--- src/rtl/wpc_pkg.sv ---
package wpc_pkg;

    localparam int STATUS_W = 8;

    typedef enum logic [1:0] {
        REGION_NONE    = 2'b00,
        REGION_QUARTER = 2'b01,
        REGION_HALF    = 2'b10,
        REGION_ALL     = 2'b11
    } region_e;

    typedef struct packed {
        logic       lock_en;
        logic       fixed_one;
        logic [1:0] fixed_zero;
        region_e    region;
        logic       wel;
        logic       busy;
    } status_t;

    function automatic status_t make_status(input logic lock_en,
                                            input region_e region,
                                            input logic wel);
        status_t s;
        s.lock_en    = lock_en;
        s.fixed_one  = 1'b1;
        s.fixed_zero = 2'b00;
        s.region     = region;
        s.wel        = wel;
        s.busy       = 1'b0;
        return s;
    endfunction

    function automatic status_t status_from_byte(input logic [STATUS_W-1:0] b);
        return make_status(b[7], region_e'(b[3:2]), 1'b0);
    endfunction

endpackage

--- src/rtl/wpc_region_guard.sv ---
module wpc_region_guard
    import wpc_pkg::*;
#(
    parameter int ADDR_W = 17
) (
    input  region_e           region,
    input  logic [ADDR_W-1:0] addr,
    output logic              blocked
);
    localparam logic [ADDR_W:0] SPAN      = {1'b1, {ADDR_W{1'b0}}};
    localparam logic [ADDR_W:0] HALF_LO   = SPAN >> 1;
    localparam logic [ADDR_W:0] QUART_LO  = HALF_LO + (SPAN >> 2);

    logic [ADDR_W:0] lower;
    logic [ADDR_W:0] addr_x;

    always_comb begin
        unique case (region)
            REGION_NONE:    lower = SPAN;
            REGION_QUARTER: lower = QUART_LO;
            REGION_HALF:    lower = HALF_LO;
            default:        lower = '0;
        endcase
    end

    assign addr_x  = {1'b0, addr};
    assign blocked = (addr_x >= lower);

endmodule

--- src/rtl/wpc_status_reg.sv ---
module wpc_status_reg
    import wpc_pkg::*;
#(
    parameter logic    PWR_LOCK   = 1'b0,
    parameter region_e PWR_REGION = REGION_NONE
) (
    input  logic                clk,
    input  logic                rst,
    input  logic                set_wel,
    input  logic                clr_wel,
    input  logic                load,
    input  logic [STATUS_W-1:0] load_byte,
    output status_t             status
);
    status_t status_d;

    always_comb begin
        status_d = status;
        if (load) begin
            status_d = status_from_byte(load_byte);
        end else if (clr_wel) begin
            status_d.wel = 1'b0;
        end else if (set_wel) begin
            status_d.wel = 1'b1;
        end
    end

    always_ff @(posedge clk) begin
        if (rst) begin
            status <= make_status(PWR_LOCK, PWR_REGION, 1'b0);
        end else begin
            status <= status_d;
        end
    end

endmodule

--- src/rtl/wpc_top.sv ---
module wpc_top
    import wpc_pkg::*;
#(
    parameter int      ADDR_W     = 17,
    parameter logic    PWR_LOCK   = 1'b0,
    parameter region_e PWR_REGION = REGION_NONE
) (
    input  logic              clk,
    input  logic              rst,
    input  logic              cmd_wren,
    input  logic              cmd_wrdi,
    input  logic              cmd_wrsr,
    input  logic              cmd_mwr,
    input  logic [7:0]        cmd_byte,
    input  logic [ADDR_W-1:0] mwr_addr,
    input  logic              wp_n,
    output logic [7:0]        status_q,
    output logic              mwr_grant,
    output logic              wrsr_grant
);
    status_t status;
    logic    addr_blocked;
    logic    pin_lock;

    wpc_status_reg #(
        .PWR_LOCK   (PWR_LOCK),
        .PWR_REGION (PWR_REGION)
    ) u_sreg (
        .clk       (clk),
        .rst       (rst),
        .set_wel   (cmd_wren),
        .clr_wel   (cmd_wrdi),
        .load      (wrsr_grant),
        .load_byte (cmd_byte),
        .status    (status)
    );

    wpc_region_guard #(
        .ADDR_W (ADDR_W)
    ) u_guard (
        .region  (status.region),
        .addr    (mwr_addr),
        .blocked (addr_blocked)
    );

    assign pin_lock   = status.lock_en & ~wp_n;
    assign wrsr_grant = cmd_wrsr & status.wel & ~pin_lock;
    assign mwr_grant  = cmd_mwr & status.wel & ~addr_blocked;
    assign status_q   = status;

endmodule

--- config.mk ---
export PLATFORM = sky130hd
export DESIGN_NAME = wpc_top
export DESIGN_NICKNAME = d
export VERILOG_FILES = /design/src/rtl/wpc_pkg.sv /design/src/rtl/wpc_region_guard.sv /design/src/rtl/wpc_status_reg.sv /design/src/rtl/wpc_top.sv
export SDC_FILE = /design/constraint.sdc
export NUM_CORES = 1
export LEC_CHECK = 0
export BUFFER_PORTS_ARGS = -buffer_cell sky130_fd_sc_hd__buf_4
export CORE_AREA = 2 2 39 41
export DETAILED_ROUTE_END_ITERATION = 10
export DIE_AREA = 0 0 41 43
export GPL_ROUTABILITY_DRIVEN = 0
export MAX_ROUTING_LAYER = met4
export PLACE_DENSITY = 0.69
export SLEW_MARGIN = 20
export SYNTH_ARGS = -nofsm -noshare
export SYNTH_HDL_FRONTEND = slang
export SYNTH_HIERARCHICAL = 1
export SYNTH_SLANG_ARGS = --single-unit
--- constraint.sdc ---
create_clock -name clk -period 1.5 [get_ports clk]
set_clock_uncertainty 0.2 [all_clocks]
set_input_delay 0.3 -clock clk [delete_from_list [all_inputs] [get_ports clk]]
set_output_delay 0.3 -clock clk [all_outputs]
set_load 0.01 [all_outputs]
==> run summary <==
post-DP HPWL = 722 um
Max Slew Vio Count = 0
DR vias = 404
H-tree levels = 1
# setup viols final = 1
WL/cell = 9.96 um
Seq/Total Area, Yosys = 24.6%
Worst VDD drop = 370 uV
number of clock sinks = 4
Die H = 43 um
HP Class = in2reg
worst-path fanout max = 3
die area = 1760 sq um
hold path cells = 2
failing checks = setup timing
reg2reg end = u_sreg/status[7]$_SDFFE_PP0P_
max reg flops = 4
Congestion Overflow GR = 0
Post-Layout Cell Count = 95
unique cell type count in the Yosys netlist = 16
share of cells above drive strength 1 = 65.8%
synthesized area = 325 sq um
DRC = 0
Final Hold Vio Count = 0
maximum number of pins on one net before global-route repair = 5
Initial Utilization = 23.5%
max incr delay on CP = 350 ps
Max Root-Sink Buffers = 2
Largest regs = u_sreg/status (4)
CTS Buf Count = 3
placed cells = 90
Most flops, register = u_sreg/status
min cycle time layout = 2120 ps
RSZ-0062 raised after global routing = yes
Hold-fix buffers, CTS = 0
DRT Pass-1 Iters = 2
final setup TNS = -616 ps
Cell Chain, Critical Path = inv_1 -> ha_1 -> inv_2 -> ha_4 -> nand3b_1 -> o22ai_1 -> nor2_1 -> buf_4
first-pass GRT wire length = 1370 um
CP bufs+invs = 3
Max Fclk = 0.472 GHz
P&R area growth vs syn = 113%
Worst Setup End Kind = primary output
Clk Latency, worst-skew pair = 230 ps
final wirelength = 946 um
antenna viol nets, final = 0
port bufs = 32
Max-cap violations = 0
Setup crit start = u_sreg/status[2]$_SDFFE_PP0P_
Antenna Cells = 0
pwr/cell area = 518 nW/um^2
Syn Area/Cell = 8.13 sq um
WHS Endpoint = u_sreg/status[1]$_SDFFE_PP0P_
vias in the first global route = 383
Core ar. = 1380 sq um
period utilization = 141%
initial antenna violation count = 0
TritonCTS clock tree = built
Via density = 4.25
Worst Slack Setup Final = -616 ps
root buffer cell = clkbuf_4
# IOs = 42
critical path class = reg2out
initial drt markers = 4
synthesis warning total = 6
CTS clock-pin slew for the worst setup and hold paths = 40 ps
GRT Util Overall = 12.0%
Worst Path Arrival = 1620 ps
flop-to-flop setup slack = 270 ps
WP data required = 1000 ps
Max stage delay cell, worst path = dfxtp_4
Crit Reg-Reg Startpoint = u_sreg/status[1]$_SDFFE_PP0P_
status = complete, but fails checks
row count = 14
hold slack = 29.5 ps
Final #Nets = 117
Startpoint Class = flip-flop
Min-Delay Startpoint = cmd_wrdi
Die Width = 41 um
CP top delay family = adder cells
Mapped Cells = 40
P_leak = 0.000327 uW
R2R depth = 5
#FFs+latches synth = 4
[layer usage]
layer	GRT usage, %	wire (um)	up-vias
met4	8.00	0	0
li1	-	-	205
met1	10.3	339	177
met5	-	0	-
met3	3.14	90	0
met2	20.9	516	22
[synth_stat cells]
cell type	count	share of area [%]
buf_4	4	9.2
a21oi_1	1	1.5
nand3_1	1	1.5
a21oi_2	1	2.7
o22ai_1	1	1.9
dfxtp_1	4	25
conb_1	2	2.3
nor2_1	5	5.8
nor4b_2	1	4.6
nand2_1	2	2.3
mux2i_1	3	9.2
nand3b_1	1	2.3
nor4_2	1	3.8
ha_1	4	15
inv_1	6	6.9
nor4_1	3	5.8
[what timing repair did]
action,CTS,global route
endpoints found under the setup margin,2,1
gates resized for setup,9,1
hold endpoints to repair,0,0
pin swaps,3,3
setup buffers,2,0
[worst reg2reg max path, delay by kind of cell (launching register included)]
kind                   cells  cell delay [ps]
muxes                      1              180
and+or+nand+nor            2              130
AOI/OAI and AO/OA          1              130
DFF                        1              320
buffers and inverters      1              160
[stage by stage]
step	power, uW	instance area, sq um	setup WS, ps	utilization (%)
CTS	369	691	-664	49.9
floorplan	150	335	-326	-
global route	383	693	-711	50.1
global placement	212	596	-413	43.0
finish	359	693	-616	50.1
detailed placement	213	596	-438	43.0
[where the power goes]
group / internal, uW / total (uW) / leakage [uW] / switching (uW)
clock: 89.4 / 132 / 0.0000138 / 43.1
sequential: 109 / 112 / 0.0000338 / 2.64
combinational: 73.6 / 115 / 0.000279 / 41.4
[cell type report]
type	count	area [sq um]
flip-flops and latches	4	85.1
inverters	6	22.5
clock buffers	3	22.5
multi-input cells	28	258
fillers	145	691
repair buffers	38	285
well taps	16	20.0
[logic make-up after synthesis]
group	Yosys count	share of synthesized area [%]
flops	4	24.6
buf+inv	10	16.2
fa+ha+maj	4	15.4
other cells	2	2.31
compound gates	3	6.15
simple gates	14	26.2
mux	3	9.23
[worst max path at each step]
| stage | cells past startpoint | to |
|---|---|---|
| floorplan | 7 | mwr_grant |
| global placement | 8 | mwr_grant |
| detailed placement | 8 | mwr_grant |
| CTS | 8 | mwr_grant |
| global route | 8 | mwr_grant |
| finish | 8 | mwr_grant |
[placed cells by master (no fill, tap or decap)]
master    synthesis  routed
nor2_1            5       5
mux2i_1           3       3
nand3b_1          1       1
dfxtp_4           0       1
dfxtp_1           4       2
o22ai_1           1       1
buf_4             4      38
nand2_1           2       2
clkbuf_4          0       3
a21oi_4           0       1
a21oi_2           1       1
dfxtp_2           0       1
inv_1             6       4
conb_1            2       4
nor4_1            3       3
nand3_1           1       1
nor4b_4           0       1
inv_2             0       2
ha_1              4       1
ha_4              0       3
nor4_2            1       1
(Power assumes the default switching activity.)
